[src/rtl/cnt_pkg.sv]
package cnt_pkg;
  localparam int BYTE_W = 8;

  typedef enum logic [1:0] {
    MODE_NORMAL = 2'b00,
    MODE_RANGE  = 2'b01,
    MODE_NOREC  = 2'b10,
    MODE_MODN   = 2'b11
  } cmode_e;

  typedef enum logic [1:0] {
    FLG_CARRY  = 2'b00,
    FLG_CMP    = 2'b01,
    FLG_CYBW   = 2'b10,
    FLG_INDEX  = 2'b11
  } fsel_e;

  typedef struct packed {
    logic       bp_rst;
    logic       cnt_clr;
    logic       flg_clr;
    logic       err_clr;
    logic       ld_cnt;
    logic       ld_latch;
    logic       ld_psc;
    logic       wr_cmr;
    logic       wr_ior;
    logic       wr_idr;
    logic [4:0] payload;
  } cmd_t;
endpackage

[src/rtl/cnt_cmd_decode.sv]
module cnt_cmd_decode
  import cnt_pkg::*;
(
  input  logic             ctl_wr,
  input  logic [BYTE_W-1:0] wdata,
  output cmd_t             cmd
);
  logic [2:0] tgt;
  logic       is_rld;

  assign tgt    = wdata[7:5];
  assign is_rld = ctl_wr && (tgt == 3'b000);

  always_comb begin
    cmd          = '0;
    cmd.payload  = wdata[4:0];
    cmd.bp_rst   = is_rld && wdata[0];
    cmd.cnt_clr  = is_rld && (wdata[2:1] == 2'b01);
    cmd.flg_clr  = is_rld && (wdata[2:1] == 2'b10);
    cmd.err_clr  = is_rld && (wdata[2:1] == 2'b11);
    cmd.ld_cnt   = is_rld && (wdata[4:3] == 2'b01);
    cmd.ld_latch = is_rld && (wdata[4:3] == 2'b10);
    cmd.ld_psc   = is_rld && (wdata[4:3] == 2'b11);
    cmd.wr_cmr   = ctl_wr && (tgt == 3'b001);
    cmd.wr_ior   = ctl_wr && (tgt == 3'b010);
    cmd.wr_idr   = ctl_wr && (tgt == 3'b011);
  end
endmodule

[src/rtl/cnt_byte_port.sv]
module cnt_byte_port
  import cnt_pkg::*;
#(
  parameter int NBYTES = 3,
  localparam int CW    = NBYTES * BYTE_W,
  localparam int PW    = $clog2(NBYTES + 1)
)(
  input  logic              clk,
  input  logic              rst_n,
  input  logic              bp_rst,
  input  logic              data_wr,
  input  logic              data_rd,
  input  logic [BYTE_W-1:0] wdata,
  input  logic              ld_latch,
  input  logic [CW-1:0]     cnt_val,
  output logic [CW-1:0]     preset_q,
  output logic [BYTE_W-1:0] rdata
);
  logic [PW-1:0] bp_q, bp_d;
  logic [CW-1:0] preset_d;
  logic [CW-1:0] latch_q, latch_d;
  logic          at_end;

  assign at_end = (bp_q == PW'(NBYTES));

  always_comb begin
    bp_d     = bp_q;
    preset_d = preset_q;
    latch_d  = latch_q;
    if (ld_latch) latch_d = cnt_val;
    if (bp_rst) begin
      bp_d = '0;
    end else if ((data_wr || data_rd) && !at_end) begin
      bp_d = bp_q + PW'(1);
    end
    if (data_wr && !at_end) begin
      for (int i = 0; i < NBYTES; i++) begin
        if (bp_q == PW'(i)) preset_d[i*BYTE_W +: BYTE_W] = wdata;
      end
    end
  end

  always_comb begin
    rdata = '0;
    for (int i = 0; i < NBYTES; i++) begin
      if (bp_q == PW'(i)) rdata = latch_q[i*BYTE_W +: BYTE_W];
    end
  end

  always_ff @(posedge clk or negedge rst_n) begin
    if (!rst_n) begin
      bp_q     <= '0;
      preset_q <= '0;
      latch_q  <= '0;
    end else begin
      bp_q     <= bp_d;
      preset_q <= preset_d;
      latch_q  <= latch_d;
    end
  end

  AST_LATCH_HOLD: assert property (@(posedge clk) disable iff (!rst_n)
    !ld_latch |=> $stable(latch_q));
  AST_PTR_SAT: assert property (@(posedge clk) disable iff (!rst_n)
    (at_end && data_wr && !bp_rst) |=> $stable(preset_q));
endmodule

[src/rtl/cnt_core.sv]
module cnt_core
  import cnt_pkg::*;
#(
  parameter int CW = 24
)(
  input  logic          clk,
  input  logic          rst_n,
  input  logic          cnt_en,
  input  logic          cnt_up,
  input  logic          ab_en,
  input  cmode_e        mode,
  input  logic [CW-1:0] preset,
  input  logic          cnt_clr,
  input  logic          ld_cnt,
  input  logic          idx_ld,
  input  logic          flg_clr,
  output logic [CW-1:0] cnt_q,
  output logic          bt_q,
  output logic          ct_q,
  output logic          ud_q,
  output logic          carry_ev,
  output logic          borrow_ev,
  output logic          cmp_ev
);
  localparam logic [CW-1:0] CMAX = {CW{1'b1}};

  logic [CW-1:0] cnt_d;
  logic          bt_d, ct_d, ud_d, stop_q, stop_d, step;

  always_comb begin
    cnt_d     = cnt_q;
    bt_d      = bt_q;
    ct_d      = ct_q;
    ud_d      = ud_q;
    stop_d    = stop_q;
    carry_ev  = 1'b0;
    borrow_ev = 1'b0;
    step      = 1'b0;
    if (flg_clr) begin
      bt_d = 1'b0;
      ct_d = 1'b0;
    end
    if (cnt_clr) begin
      cnt_d  = '0;
      stop_d = 1'b0;
    end else if (ld_cnt || idx_ld) begin
      cnt_d  = preset;
      stop_d = 1'b0;
    end else if (cnt_en && ab_en && !stop_q) begin
      step = 1'b1;
      ud_d = cnt_up;
      if (cnt_up) begin
        unique case (mode)
          MODE_RANGE: begin
            if (cnt_q == preset) carry_ev = 1'b1;
            else cnt_d = cnt_q + 1'b1;
          end
          MODE_MODN: begin
            if (cnt_q == preset) begin
              carry_ev = 1'b1;
              cnt_d    = '0;
            end else cnt_d = cnt_q + 1'b1;
          end
          default: begin
            cnt_d = cnt_q + 1'b1;
            if (cnt_q == CMAX) carry_ev = 1'b1;
          end
        endcase
      end else begin
        unique case (mode)
          MODE_RANGE: begin
            if (cnt_q == '0) borrow_ev = 1'b1;
            else cnt_d = cnt_q - 1'b1;
          end
          MODE_MODN: begin
            if (cnt_q == '0) begin
              borrow_ev = 1'b1;
              cnt_d     = preset;
            end else cnt_d = cnt_q - 1'b1;
          end
          default: begin
            cnt_d = cnt_q - 1'b1;
            if (cnt_q == '0) borrow_ev = 1'b1;
          end
        endcase
      end
      if (carry_ev) ct_d = ~ct_q;
      if (borrow_ev) bt_d = ~bt_q;
      if ((mode == MODE_NOREC) && (carry_ev || borrow_ev)) stop_d = 1'b1;
    end
  end

  assign cmp_ev = step && (cnt_d == preset);

  always_ff @(posedge clk or negedge rst_n) begin
    if (!rst_n) begin
      cnt_q  <= '0;
      bt_q   <= 1'b0;
      ct_q   <= 1'b0;
      ud_q   <= 1'b0;
      stop_q <= 1'b0;
    end else begin
      cnt_q  <= cnt_d;
      bt_q   <= bt_d;
      ct_q   <= ct_d;
      ud_q   <= ud_d;
      stop_q <= stop_d;
    end
  end

  AST_NORMAL_WRAP: assert property (@(posedge clk) disable iff (!rst_n)
    (mode == MODE_NORMAL && cnt_en && ab_en && cnt_up && cnt_q == CMAX &&
     !cnt_clr && !ld_cnt && !idx_ld) |=> (cnt_q == '0));
  AST_CARRY_TOGGLE: assert property (@(posedge clk) disable iff (!rst_n)
    (carry_ev && !flg_clr) |=> (ct_q != $past(ct_q)));
  AST_MODN_WRAP: assert property (@(posedge clk) disable iff (!rst_n)
    (mode == MODE_MODN && cnt_en && ab_en && cnt_up && cnt_q == preset &&
     !stop_q && !cnt_clr && !ld_cnt && !idx_ld) |=> (cnt_q == '0));
  AST_RANGE_CEIL: assert property (@(posedge clk) disable iff (!rst_n)
    (mode == MODE_RANGE && cnt_up && cnt_q == preset &&
     !cnt_clr && !ld_cnt && !idx_ld) |=> $stable(cnt_q));
  AST_NOREC_HOLD: assert property (@(posedge clk) disable iff (!rst_n)
    (stop_q && !cnt_clr && !ld_cnt && !idx_ld) |=> $stable(cnt_q));
  AST_GATED_HOLD: assert property (@(posedge clk) disable iff (!rst_n)
    (!ab_en && !cnt_clr && !ld_cnt && !idx_ld) |=> $stable(cnt_q));
endmodule

[src/rtl/cnt_chan_top.sv]
module cnt_chan_top
  import cnt_pkg::*;
#(
  parameter int NBYTES = 3,
  localparam int CW    = NBYTES * BYTE_W
)(
  input  logic        clk,
  input  logic        rst_n,
  input  logic        ctl_wr,
  input  logic        data_wr,
  input  logic        data_rd,
  input  logic [7:0]  wdata,
  input  logic        cnt_en,
  input  logic        cnt_up,
  input  logic        index_in,
  input  logic        noise_in,
  output logic [7:0]  rdata,
  output logic [7:0]  status,
  output logic        flag_out,
  output logic [7:0]  psc_out,
  output logic [1:0]  quad_scale,
  output logic        idx_sync,
  output logic        idx_pol
);
  cmd_t          cmd;
  logic [CW-1:0] preset, cnt_val;
  logic          bt, ct, ud, carry_ev, borrow_ev, cmp_ev;

  cmode_e        mode_q, mode_d;
  logic [1:0]    scale_q, scale_d;
  logic          ab_en_q, ab_en_d, pidx_n_q, pidx_n_d;
  fsel_e         fsel_q, fsel_d;
  logic          sync_q, sync_d, pol_q, pol_d;
  logic [7:0]    psc_q, psc_d;
  logic          err_q, err_d, idx_q, flag_q, flag_d;
  logic          idx_edge, idx_ld;

  cnt_cmd_decode u_dec (
    .ctl_wr (ctl_wr),
    .wdata  (wdata),
    .cmd    (cmd)
  );

  cnt_byte_port #(.NBYTES(NBYTES)) u_port (
    .clk      (clk),
    .rst_n    (rst_n),
    .bp_rst   (cmd.bp_rst),
    .data_wr  (data_wr),
    .data_rd  (data_rd),
    .wdata    (wdata),
    .ld_latch (cmd.ld_latch),
    .cnt_val  (cnt_val),
    .preset_q (preset),
    .rdata    (rdata)
  );

  assign idx_edge = pol_q ? (index_in && !idx_q) : (!index_in && idx_q);
  assign idx_ld   = idx_edge && !pidx_n_q;

  cnt_core #(.CW(CW)) u_core (
    .clk       (clk),
    .rst_n     (rst_n),
    .cnt_en    (cnt_en),
    .cnt_up    (cnt_up),
    .ab_en     (ab_en_q),
    .mode      (mode_q),
    .preset    (preset),
    .cnt_clr   (cmd.cnt_clr),
    .ld_cnt    (cmd.ld_cnt),
    .idx_ld    (idx_ld),
    .flg_clr   (cmd.flg_clr),
    .cnt_q     (cnt_val),
    .bt_q      (bt),
    .ct_q      (ct),
    .ud_q      (ud),
    .carry_ev  (carry_ev),
    .borrow_ev (borrow_ev),
    .cmp_ev    (cmp_ev)
  );

  always_comb begin
    mode_d   = mode_q;
    scale_d  = scale_q;
    ab_en_d  = ab_en_q;
    pidx_n_d = pidx_n_q;
    fsel_d   = fsel_q;
    sync_d   = sync_q;
    pol_d    = pol_q;
    psc_d    = psc_q;
    err_d    = err_q;
    if (cmd.wr_cmr) begin
      mode_d  = cmode_e'(cmd.payload[2:1]);
      scale_d = cmd.payload[4:3];
    end
    if (cmd.wr_ior) begin
      ab_en_d  = cmd.payload[0];
      pidx_n_d = cmd.payload[1];
      fsel_d   = fsel_e'(cmd.payload[4:3]);
    end
    if (cmd.wr_idr) begin
      sync_d = cmd.payload[0];
      pol_d  = cmd.payload[1];
    end
    if (cmd.ld_psc) psc_d = preset[7:0];
    if (cmd.err_clr) err_d = 1'b0;
    if (noise_in) err_d = 1'b1;
    unique case (fsel_q)
      FLG_CARRY: flag_d = carry_ev;
      FLG_CMP:   flag_d = cmp_ev;
      FLG_CYBW:  flag_d = carry_ev || borrow_ev;
      default:   flag_d = idx_edge;
    endcase
  end

  always_ff @(posedge clk or negedge rst_n) begin
    if (!rst_n) begin
      mode_q   <= MODE_NORMAL;
      scale_q  <= 2'b00;
      ab_en_q  <= 1'b0;
      pidx_n_q <= 1'b0;
      fsel_q   <= FLG_CARRY;
      sync_q   <= 1'b0;
      pol_q    <= 1'b0;
      psc_q    <= '0;
      err_q    <= 1'b0;
      idx_q    <= 1'b0;
      flag_q   <= 1'b0;
    end else begin
      mode_q   <= mode_d;
      scale_q  <= scale_d;
      ab_en_q  <= ab_en_d;
      pidx_n_q <= pidx_n_d;
      fsel_q   <= fsel_d;
      sync_q   <= sync_d;
      pol_q    <= pol_d;
      psc_q    <= psc_d;
      err_q    <= err_d;
      idx_q    <= index_in;
      flag_q   <= flag_d;
    end
  end

  assign status     = {2'b00, ud, err_q, 2'b00, ct, bt};
  assign flag_out   = flag_q;
  assign psc_out    = psc_q;
  assign quad_scale = scale_q;
  assign idx_sync   = sync_q;
  assign idx_pol    = pol_q;

  AST_ERR_SET: assert property (@(posedge clk) disable iff (!rst_n)
    noise_in |=> status[4]);
  AST_ERR_CLR: assert property (@(posedge clk) disable iff (!rst_n)
    (cmd.err_clr && !noise_in) |=> !status[4]);
  AST_FLG_CLR: assert property (@(posedge clk) disable iff (!rst_n)
    (cmd.flg_clr && !cnt_en) |=> (status[1:0] == 2'b00));
  AST_IDX_LOAD: assert property (@(posedge clk) disable iff (!rst_n)
    (idx_ld && !cmd.cnt_clr) |=> (cnt_val == $past(preset)));
  AST_ONE_STROBE: assert property (@(posedge clk) disable iff (!rst_n)
    $onehot0({ctl_wr, data_wr, data_rd}));
endmodule

[config.mk]
export PLATFORM = sky130hd
export DESIGN_NAME = cnt_chan_top
export DESIGN_NICKNAME = d
export VERILOG_FILES = /design/src/rtl/cnt_pkg.sv /design/src/rtl/cnt_cmd_decode.sv /design/src/rtl/cnt_byte_port.sv /design/src/rtl/cnt_core.sv /design/src/rtl/cnt_chan_top.sv
export SDC_FILE = /design/constraint.sdc
export NUM_CORES = 1
export LEC_CHECK = 0
export CORE_MARGIN = 2
export CORE_UTILIZATION = 45
export CTS_BUF_LIST = sky130_fd_sc_hd__clkbuf_4
export DETAILED_ROUTE_END_ITERATION = 6
export PLACE_DENSITY = 0.77
export SETUP_SLACK_MARGIN = 0.5
export SYNTH_ARGS = -nofsm -noshare
export SYNTH_HDL_FRONTEND = slang
export SYNTH_SLANG_ARGS = --single-unit
[constraint.sdc]
create_clock -name clk -period 3.5 [get_ports clk]
set_clock_uncertainty 0.05 [all_clocks]
set_input_delay 0.7 -clock clk [delete_from_list [all_inputs] [get_ports clk]]
set_output_delay 0.7 -clock clk [all_outputs]
set_load 0.02 [all_outputs]
; After elaboration in Yosys (flattened, before gate mapping)
; Index checks and enable logic that the tools add are counted.
[word_totals]
register_bits = 99
input_bits = 17
[op_classes]
n_addsub = 3
n_eq_ne = 20
n_mux = 54
bitwise_logic = 4
reduce_logical = 43
[ops]
columns = operator, n
row1 = 24-bit 2-to-1 mux, 8
row2 = 24-bit case mux with 2 select lines, 2
row3 = 24-bit equality test, 2
row4 = 1-bit 2-to-1 mux, 38
row5 = 24-bit by 1-bit adder with 24-bit output (second input constant), 1
row6 = 24-bit equality test (second input constant), 1
row7 = 24-bit zero test, 1
row8 = 8-bit 2-to-1 mux, 3
row9 = 24-bit by 1-bit subtractor with 24-bit output (second input constant), 1
row10 = 1-bit logical AND, 20
row11 = 2-bit equality test (second input constant), 9
row12 = 2-bit by 1-bit equality test with 1-bit output (second input constant), 5
row13 = 2-bit AND reduction, 4
row14 = 3-bit by 2-bit equality test with 1-bit output (second input constant), 2
row15 = 3-bit nonzero test, 2
row16 = 1-bit zero test, 5
row17 = 2-bit zero test, 2
row18 = 1-bit logical OR, 4
row19 = 2-bit 2-to-1 mux, 2
row20 = 1-bit inverter, 4
row21 = 2-bit nonzero test, 2
row22 = 3-bit by 1-bit equality test with 1-bit output (second input constant), 1
row23 = 3-bit zero test, 1
row24 = 1-bit case mux with 3 select lines, 1
row25 = other kinds (3), 3

; Logic depth before layout (Yosys ltp)
; Gate-level depths: netlist (run 1).
[logic_depth]
word_depth = 13
mapped_depth = 16

; Cells and area by module
; A second synthesis (run 1) with hierarchy kept.
[unflattened]
hier_cells = 870
area_unflattened_um2 = 7686.1
[modules_own_cells]
columns = mod, n_inst, cells_each, area_per_inst_um2, seq_area_each_um2
row1 = cnt_core, 1, 640, 4455.5, 700.7
row2 = cnt_byte_port, 1, 153, 2169.6, 1251.2
row3 = cnt_chan_top, 1, 60, 899.6, 525.5
row4 = cnt_cmd_decode, 1, 17, 161.4, 0.0

; Worst setup path before layout (run 1)
; OpenSTA, ideal clock, no wires.
[synth_path]
kind = register to register
from = reg u_core.cnt_q[0]
to = reg flag_q, in the netlist flag_out
setup_ps = 76
arrival_ps = 3453
required_ps = 3374
slack_ps = -80
stages_incl_launch_ff = 14
n_path_buf = 1
period_less_slack_ps = 3580
cell_sequence = dfrtp_1 -> clkbuf_1 -> inv_1 -> ha_1 -> nor3b_2 -> nand3_2 -> nor4_1 -> xnor2_1 -> a211oi_2 -> nor2_1 -> a2111o_1 -> or4_1 -> or4_1 -> o21ai_1
[synth_via]
elab_chain_len = 12
word_cells_on_any_way = 37
classes_between = 2 x add/sub / 3 x eq/ne / 29 x mux / 3 x reduce/logical
[synth_lines]
columns = item, line_no
row1 = from (decl), cnt_core.sv:17  ; output logic [CW-1:0] cnt_q,
row2 = from (signal assigned), cnt_core.sv:103  ; cnt_q <= cnt_d;
row3 = branches (longest 11 deep; another with 24-bit by 1-bit subtractor with 24-bit output), n/a
row4 = 1-bit case mux with 3 select lines *, cnt_chan_top.sv:107  ; unique case (fsel_q)
row5 = via flag_d, cnt_chan_top.sv:35  ; logic err_q, err_d, idx_q, flag_q, flag_d;
row6 = to (signal assigned), cnt_chan_top.sv:139  ; flag_q <= flag_d;
row7 = to (decl), cnt_chan_top.sv:35
; Mark *: on every way through the listed nets, which the timed path passes. The select of a mux whose other input is x is not followed.
; A chain may end at the register's enable or synchronous reset.

; Worst setup path after layout (run 1)
[layout_path]
from = reg u_core.cnt_q[23]
to = reg flag_q, in the netlist flag_out
; The elaborated chain is that of the path after synthesis.

==> results of run 1 <==
layer usage:
layer,vias to the layer above,wire (um),share of wire [%],track usage [%]
li1,4205,-,-,-
met1,4761,16100,38,58.3
met2,802,18000,42,68.6
met3,229,5220,12,12.9
met4,0,3090,7.3,23.1
met5,-,0,0,0
layout make-up:
cell class	count	area (um^2)	share of cell area, %
tap	225	282	2.44
sequential	99	2490	21.6
clock inverter	7	82.6	0.715
multi-input combinational	745	5470	47.4
inverter	27	101	0.878
timing repair buffer	378	3050	26.4
antenna	1	2.50	0.0217
clock buffer	9	67.6	0.585
critical path, delay by kind of cell (launching register included):
kind | cells | cell delay, ns
flops | 1 | 0.57
buf+inv | 3 | 0.57
xor+xnor | 1 | 0.24
simple gates | 6 | 1.85
compound gates | 3 | 0.47
through the flow:
stage | TNS (ns) | utilization (%) | hold slack [ns] | cell area, um^2
global route | -0.375 | 66.7 | 0.167 | 11500
finish | -0.315 | 66.7 | 0.131 | 11500
CTS | -0.228 | 64.3 | 0.133 | 11100
detailed placement | -0.796 | 61.3 | 0.417 | 10600
global placement | -0.762 | 61.3 | 0.409 | 10600
floorplan | 0 | - | 0.354 | 8020
synth_stat cells, types with 6 or more instances:
cell / count / area share (%)
nand2_1: 86 / 4.0
o31ai_1: 8 / 0.75
nand3_1: 35 / 2.2
nand4_1: 31 / 2.4
dfrtp_1: 99 / 31
nor2_1: 67 / 3.2
a21oi_1: 45 / 2.8
mux2i_1: 9 / 1.1
buf_4: 10 / 0.94
o2111ai_1: 6 / 0.66
o21ai_0: 65 / 4.1
a22oi_1: 9 / 0.85
or4_1: 15 / 1.4
nor2b_1: 7 / 0.55
o211ai_1: 10 / 0.94
nand2b_1: 6 / 0.47
nor3_1: 35 / 2.2
nor4_1: 19 / 1.5
xnor2_1: 32 / 3.5
a21o_1: 7 / 0.66
or3_1: 16 / 1.3
o221ai_1: 7 / 0.77
inv_1: 26 / 1.2
nor3b_1: 6 / 0.56
a211oi_1: 15 / 1.4
mux2_2: 54 / 7.6
o22ai_1: 7 / 0.55
a2111oi_0: 6 / 0.66
and3_1: 8 / 0.63
a211o_1: 7 / 0.77
buf_6: 6 / 0.85
xor2_1: 6 / 0.66
buf_2: 18 / 1.1
ha_1: 8 / 1.3
clkbuf_1: 58 / 2.7
a31oi_1: 17 / 1.3
layout by cell type, fill, tap and decap left out, types with 6 or more instances in the layout:
master / n
clkdlybuf4s50_1: 32
nor2b_1: 6
a211o_1: 7
o22ai_1: 7
clkbuf_4: 9
nand2b_1: 6
and3_1: 7
o2111ai_1: 6
a21o_1: 7
o221ai_1: 7
nand4_1: 31
mux2_2: 54
dfrtp_1: 86
buf_6: 8
dfrtp_2: 13
inv_1: 22
nand2_1: 84
buf_12: 7
nor2_1: 66
nand3_1: 33
xnor2_1: 20
or4_1: 10
a31oi_1: 17
buf_4: 321
nor3_2: 10
mux2i_1: 9
xnor2_2: 13
o31ai_1: 7
o21ai_0: 59
a211oi_1: 13
o211ai_1: 10
a22oi_1: 8
a21oi_1: 43
nor4_1: 14
or3_1: 15
nor3_1: 23
power groups by stage:
stage	Combinational [uW]	Clock, uW	Sequential (uW)
final	7000	711	2170
after global routing	7200	760	2200
after CTS	6320	723	2110
after detailed placement	5970	0	2130
after global placement	5990	0	2100
after floorplan	3000	0	1970
cell families after synthesis:
group           share of synthesized area, %
compound gates                          22.1
xor+xnor                                5.19
fa+ha+maj                               1.25
buf+inv                                 7.07
flops                                   31.0
mux                                     8.75
other cells                           0.0470
simple gates                            24.6
state kept, by name, summed over array words and instances (netlist names), 2 cells and up:
| register | cells |
|---|---|
| u_port.preset_q | 24 |
| u_core.cnt_q | 24 |
| quad_scale | 2 |
| u_port.bp_q | 2 |
| u_port.latch_q | 24 |
| psc_out | 8 |
| mode_q | 2 |
| fsel_q | 2 |
worst paths after layout:
kind                                   from                end  slack, ns
setup reg to reg           u_core.cnt_q[23]           flag_out      -0.32
hold reg to reg                 u_core.ct_q        u_core.ct_q       0.45
min in group clk                u_core.ct_q        u_core.ct_q       0.45
hold / removal                        rst_n  u_port.latch_q[5]       0.13
setup / recovery           u_core.cnt_q[23]           flag_out      -0.32
max in group asynchronous             rst_n          mode_q[1]       2.51
repair_timing:
action / in CTS / in global routing
setup endpoints to repair: 21 / 24
pin swaps: 16 / 25
setup buffers: 12 / 15
resized for setup: 67 / 82
hold endpoints to repair: 0 / 0
==> qor.txt, run 1 <==
Pwr Density: 856 mW/mm^2
P_sw: 4940 uW
DRT antenna net count: 0
CTS H-tree lvls: 3
Max Cap Viol: 0
CP most frequent cell: buf_4
Post-Syn Instances: 963
Cells along the critical path: xnor2_2 -> nand4_1 -> buf_4 -> nor4_2 -> buf_4 -> and3_2 -> buf_4 -> a21o_1 -> nor2_1 -> a22o_1 -> or4_1 -> or4_4 -> o21ai_2
Synthesis-to-finish area growth: 44.7%
EDFF count, synth: 0
Relative slew slack: 54.9%
P_int: 4940 uW
VDD IR max: 0.718 mV
Final global-route overflow total: 0
Failing checks: setup timing
Worst EP arrival: 4.24 ns
Clk sinks: 99
Die ar.: 0.0188 mm^2
Clk_lat worst skew: 0.52 ns
CTS Hold Bufs: 0
Routed WL: 42,300 um
Net Sw Frac: 50.0%
Hold Path Class: input pin to async pin
Lkg Pwr: 0.00493 uW
CTS Buffer Depth: 2
Final Hold Viols: 0
Clock-pin slew on the worst setup and hold paths: 0.19 ns
Syn. warnings: 0
Worst Tran Pin Value: 0.666 ns
DR DRC count: 0
First-pass GRT wire length: 60,700 um
Flops & latches, synth: 99
Clock power frac: 7.2%
Tmin final: 3.82 ns
Vias per std cell: 6.70
Main synth FF type: dfrtp_1
FILL cells: 1,410
IO Port Bufs: 41
Slowest stage delay, CP: 0.57 ns
Initial Util: 46.1%
Endpoints failing setup: 1
Cts bufs inserted: 9
Via count of the first global-routing pass: 9,461
Total Power: 9880 uW
Slew Viols, Final: 0
Crit start category: flop
Reg power frac: 22.0%
Setup crit end kind: flop
Cells after DPL: 1,447
Core area: 0.0173 mm^2
RSZ-0062 raised after global routing: true
Setup CP Type: flop to flop
Data required, critical path: 3.92 ns
Final setup margin: -0.315 ns
Largest net degree at the start of global routing: 51
CP max stage cell: dfrtp_1
Synth async-reset ratio: 100%
Rows: 48
Layout Nets: 1,285
Initial antenna violation count: 1
Sequential share of the synthesized area: 31.0%
Share of cells above drive strength 1: 40.9%
Clock Tree Root: clkbuf_4
Crit-path max FO: 6
Mean Syn Cell Area: 8.29 um^2
Count of cell types in the netlist: 84
Chip Height: 137 um
GRT Overall Usage: 45.1%
Status: complete, but fails checks
Tcrit/Tclk final: 109%
Drt first pass iters: 6
Cells on worst reg2reg path: 13
CTS tree: built
Avg WL per Cell: 28.4 um
Dpl ws: -0.796 ns
Part of the power in combinational logic: 70.8%
Die X: 137 um
Initial DRC count: 1,383
Via Count: 9,997
Finished Layout Cells: 1,491
Top Ports: 46
Post-DP HPWL: 33,100 um
Fmax: 262 MHz
Placer Congestion: 1.13
Mapped Area: 0.00798 mm^2
No activity file was read; power rests on OpenSTA's default activity.
==> run 2, diff against run 1 <==
--- a/config.mk
+++ b/config.mk
@@ -9,6 +9,7 @@
 export CORE_UTILIZATION = 45
 export CTS_BUF_LIST = sky130_fd_sc_hd__clkbuf_4
 export DETAILED_ROUTE_END_ITERATION = 6
+export GPL_TIMING_DRIVEN = 0
 export PLACE_DENSITY = 0.77
 export SETUP_SLACK_MARGIN = 0.5
 export SYNTH_ARGS = -nofsm -noshare
==> run 2 against run 1 <==
  * The flow finishes with violations (DRC, setup timing)
  * Critical path depth decreased by 2
  * Hold slack got worse by 0.095 ns
  * Sequential cell count unchanged
  * Utilization decreased by 6.1 points
  * Non-clock buffer count decreased by 170
  * Sequential power about the same
  * Clock power increased by 3%
  * Register-to-register slack got worse by 0.21 ns
  * Clock-buffer cell count unchanged
  * Cell count decreased by 11%
  * Critical path type unchanged
==> qor.txt, run 2 (synthesis results as in run 1) <==
CP Capture Point: flag_out
Final Hold Viols: 0
Tcrit/Tclk final: 115%
Crit path from: u_core.cnt_q[11]
Crit-path max FO: 10
Via count of the first global-routing pass: 8,862
Routed WL: 42,600 um
Drt first pass iters: 7
Tmin final: 4.02 ns
Clock-pin slew on the worst setup and hold paths: 0.22 ns
Cts bufs inserted: 9
RR Endpoint: flag_out
Cells on worst reg2reg path: 11
DR top layer: met4
Die X: 137 um
First-pass GRT wire length: 59,900 um
Met1 Wirelength: 15,600 um
Avg WL per Cell: 32.2 um
Worst Tran Pin Value: 1.31 ns
Endpoints failing setup: 1
Chip Height: 137 um
Commonest non-fill, non-tap cell in the layout: dfrtp_1
Reg-to-Reg Start: u_core.cnt_q[11]
Setup crit end kind: flop
Finished Core Util: 60.7%
Cells along the critical path: clkbuf_4 -> nand4_1 -> nor4_2 -> and2_1 -> o32ai_1 -> nand3_1 -> o31a_1 -> nand4_1 -> or4_4 -> or4_4 -> o21ai_4
CP max stage cell: nor4_2
GRT Overall Usage: 45.1%
Clock Tree Root: clkbuf_4
CP Buf/Inv Count: 1
CTS Buffer Depth: 2
Pwr Density: 869 mW/mm^2
Final setup margin: -0.524 ns
IO Port Bufs: 41
Routed wl met3: 5770 um
Share of cells above drive strength 1: 32.5%
Fmax: 249 MHz
Final global-route overflow total: 0
CTS tree: built
R2R setup slack: -0.52 ns
CTS Hold Bufs: 0
Top Ports: 46
Cells after DPL: 1,233
Relative slew slack: 11.8%
Slowest stage delay, CP: 0.77 ns
Synthesis-to-finish area growth: 31.5%
Vias per std cell: 7.25
CTS H-tree lvls: 3
Max Cap Viol: 0
DRT antenna net count: 0
Initial Util: 46.1%
Initial DRC count: 1,818
VDD IR max: 0.551 mV
Die ar.: 0.0188 mm^2
Leading registers by flop count: u_core.cnt_q: 24 flops, u_port.latch_q: 24 flops, u_port.preset_q: 24 flops
Finished Layout Cells: 1,323
Hold Path Class: input pin to async pin
Via Count: 9,587
Rows: 48
RSZ-0062 raised after global routing: true
Failing checks: DRC, setup timing
Crit start category: flop
Data required, critical path: 3.92 ns
Layout Nets: 1,115
Slew Viols, Final: 0
Routed wl met2: 17,400 um
Placer Congestion: 1.06
Lkg Pwr: 0.00415 uW
Core area: 0.0173 mm^2
Initial antenna violation count: 3
Post-DP HPWL: 29,900 um
Clk sinks: 99
Setup CP Type: flop to flop
DR DRC count: 18
Clk_lat worst skew: 0.57 ns
Top Family by Delay on Critical Path: simple AND/OR/NAND/NOR gates
WP depth: 11
Largest net degree at the start of global routing: 66
Status: complete, but fails checks
Worst EP arrival: 4.44 ns
Commonest cells after routing, fill and taps aside: 83 x dfrtp_1, 82 x nand2_1, 77 x buf_4
## run 2: timing repair
action,in CTS,in global routing
setup buffers,50,21
pin swaps,40,34
resized for setup,211,91
hold endpoints to repair,0,0
setup endpoints to repair,35,27
## run 2: area by class of cell
type	instances	area, um^2
flip-flops and latches	99	2500
repair buffers	113	1010
plain buffers	95	664
clock buffers	9	67.6
well taps	225	282
inverters	27	118
diodes	3	7.51
fillers	1525	6800
multi-input cells	745	5760
clock inverters	7	82.6
## run 2: report_power, final
| part | switching (uW) | internal [uW] |
|---|---|---|
| clock network | 501 | 228 |
| logic | 3800 | 2390 |
| registers | 575 | 1620 |
| total | 4880 | 4240 |
## run 2: per-stage QoR
| step | hold slack [ns] | TNS, ns | cell area [um^2] | total power [uW] | worst slack [ns] |
|---|---|---|---|---|---|
| global placement | 0.412 | -236.38 | 8710 | 6880 | -2.23 |
| finish | 0.0362 | -0.524 | 10500 | 9120 | -0.524 |
| floorplan | 0.354 | 0 | 8020 | 4970 | 0.0759 |
| global route | 0.0806 | -0.493 | 10500 | 9310 | -0.493 |
| detailed placement | 0.417 | -12.43 | 8740 | 6860 | -1.68 |
| CTS | 0.0697 | -0.374 | 10100 | 8430 | -0.374 |
## run 2: layer usage
layer,up-vias,GRT usage [%]
li1,3866,-
met3,280,15.0
met4,0,31.2
met5,-,0
met1,4538,56.8
met2,903,65.0
## run 2: worst min-delay path by stage
stage | from | end | slack (ns)
2_1_floorplan | rst_n | ab_en_q | 0.35
3_3_place_gp | err_q | err_q | 0.41
3_5_place_dp | err_q | err_q | 0.42
4_1_cts | rst_n | u_port.latch_q[21] | 0.07
5_1_grt | rst_n | u_port.latch_q[21] | 0.08
6_report | rst_n | u_port.latch_q[21] | 0.04
## run 2: worst register-to-register path: stages (launching register included)
cell,delay [ns]
dfrtp_1,0.52
clkbuf_4,0.30
nand4_1,0.25
nor4_2,0.77
and2_1,0.22
o32ai_1,0.12
nand3_1,0.25
o31a_1,0.18
nand4_1,0.14
or4_4,0.45
or4_4,0.55
o21ai_4,0.15
==> run 3, diff against run 2 <==
--- a/config.mk
+++ b/config.mk
@@ -12,6 +12,7 @@
 export GPL_TIMING_DRIVEN = 0
 export PLACE_DENSITY = 0.77
 export SETUP_SLACK_MARGIN = 0.5
+export SKIP_LAST_GASP = 1
 export SYNTH_ARGS = -nofsm -noshare
 export SYNTH_HDL_FRONTEND = slang
 export SYNTH_SLANG_ARGS = --single-unit
==> run 3 against run 2 <==
  * The flow still finishes with violations (DRC, setup timing)
  * Cell area rose by 2.3%
  * Via count rose by 1.9%
  * Combinational power rose by 3%
  * Clock-buffer cell count did not move
  * Register-to-register slack improved by 0.05 ns
  * Sequential share of layout area fell by 0.51 points
  * Die area did not move
  * Clock power fell by 1%
  * Power rose by 2.3%
  * Sequential cell count did not move
  * Critical endpoint unchanged
  * Largest power group unchanged
==> qor.txt, run 3 (synthesis results as in run 1) <==
CP max stage cell: or4_1
Commonest cells after routing, fill and taps aside: 90 x buf_4, 81 x nand2_1, 81 x dfrtp_1
Layout Nets: 1,129
M2 GR Usage: 64.8%
Failing checks: DRC, setup timing
P_int: 4370 uW
Via Count: 9,765
Vias per std cell: 7.31
Top Ports: 46
Tmin final: 3.97 ns
IO Port Bufs: 41
CTS Buffer Depth: 2
Final Hold Viols: 0
Reg-to-Reg Start: u_core.cnt_q[10]
Rows: 48
Cells along the critical path: xnor2_4 -> nand4_1 -> or4_1 -> buf_6 -> buf_4 -> buf_4 -> o31a_1 -> o21a_4 -> o21bai_1 -> o2111ai_1 -> a2111oi_2 -> nand4_1 -> o21ai_4
Die X: 137 um
Hold Path Class: input pin to async pin
Finished Layout Cells: 1,335
Finished Core Util: 62.0%
GRT Overall Usage: 44.9%
Initial DRC count: 1,904
Clk_lat worst skew: 0.55 ns
Top Family by Delay on Critical Path: compound AO/OA/AOI/OAI gates
Synthesis-to-finish area growth: 34.5%
Setup crit end kind: flop
Clk sinks: 99
Placer Congestion: 1.06
Reg power frac: 23.8%
Endpoints failing setup: 1
Data required, critical path: 3.89 ns
Die ar.: 0.0188 mm^2
Drt first pass iters: 7
Leading registers by flop count: u_core.cnt_q: 24 flops, u_port.latch_q: 24 flops, u_port.preset_q: 24 flops
Worst EP arrival: 4.37 ns
Cells after DPL: 1,233
Slowest stage delay, CP: 0.58 ns
CTS tree: built
Sum Neg Setup Slack: -0.472 ns
Gr busiest metal: met2
Pwr Density: 869 mW/mm^2
Clock-pin slew on the worst setup and hold paths: 0.22 ns
Grt met1 use: 55.8%
Commonest non-fill, non-tap cell in the layout: buf_4
CP Buf/Inv Count: 3
RSZ-0062 raised after global routing: true
Net Sw Frac: 53.2%
Crit start category: flop
R2R setup slack: -0.47 ns
DRT antenna net count: 0
CTS H-tree lvls: 3
P_sw: 4960 uW
Total Power: 9330 uW
Chip Height: 137 um
Final setup margin: -0.472 ns
Initial antenna violation count: 2
Part of the power in combinational logic: 68.5%
Lkg Pwr: 0.00427 uW
Relative slew slack: 4.32%
Tcrit/Tclk final: 113%
Post-DP HPWL: 29,900 um
Cts bufs inserted: 9
Setup CP Type: flop to flop
Routed WL: 42,900 um
Hold_ws: 0.0523 ns
RR Endpoint: flag_out
Crit-path max FO: 5
Final global-route overflow total: 0
Core area: 0.0173 mm^2
DR DRC count: 15
Max Cap Viol: 0
Fmax: 252 MHz
Slew Viols, Final: 0
Avg WL per Cell: 32.1 um
Share of cells above drive strength 1: 35.1%
Clock Tree Root: clkbuf_4
Largest net degree at the start of global routing: 66
Cells on worst reg2reg path: 13
GR Util met3: 16.2%
Initial Util: 46.1%
VDD IR max: 0.530 mV
Status: complete, but fails checks
Via count of the first global-routing pass: 8,912
First-pass GRT wire length: 59,700 um
Clock power frac: 7.7%
Worst Tran Pin Value: 1.42 ns
-- run 3: final cells by class --
class,count,area (um^2)
Clock inverter,7,82.6
Multi-Input combinational cell,745,5880
Timing Repair Buffer,127,1130
Fill cell,1515,6570
Buffer,95,672
Clock buffer,9,67.6
Sequential cell,99,2500
Inverter,27,113
Antenna cell,1,2.50
Tap cell,225,282
-- run 3: how the worst max path moves through the flow --
stage / from / to / slack (ns) / depth (start not counted)
2_1_floorplan: u_core.cnt_q[19] / flag_out / 0.08 / 12
3_3_place_gp: rst_n / flag_out / -2.23 / 1
3_5_place_dp: index_in / flag_out / -1.68 / 12
4_1_cts: u_core.cnt_q[10] / flag_out / -0.37 / 14
5_1_grt: u_core.cnt_q[16] / flag_out / -0.48 / 11
6_report: u_core.cnt_q[10] / flag_out / -0.47 / 13
-- run 3: power by group through the flow --
stage          combinational (uW)  clock (uW)  sequential (uW)
2_1_floorplan                3000           0             1970
3_3_place_gp                 4800           0             2080
3_5_place_dp                 4760           0             2100
4_1_cts                      5570         716             2130
5_1_grt                      6510         757             2240
6_report                     6390         722             2220
-- run 3: timing repair --
item	in CTS	in global routing
hold buffers	0	0
gates cloned	0	1
pin swaps	40	64
setup endpoints to repair	35	30
setup buffers	50	34
resized for setup	203	130
-- run 3: metrics by stage --
step | instance area, um^2 | worst slack (ns)
after floorplan | 8020 | 0.0759
after global placement | 8710 | -2.23
after detailed placement | 8740 | -1.68
after CTS | 10000 | -0.374
after global routing | 10700 | -0.480
final | 10700 | -0.472
-- run 3: layer usage --
metal  vias to the layer above  share of wire [%]
met3                       322                 14
met1                      4547                 36
li1                       3888                  -
met2                      1008                 41
met4                         0                9.3
met5                         -                  0
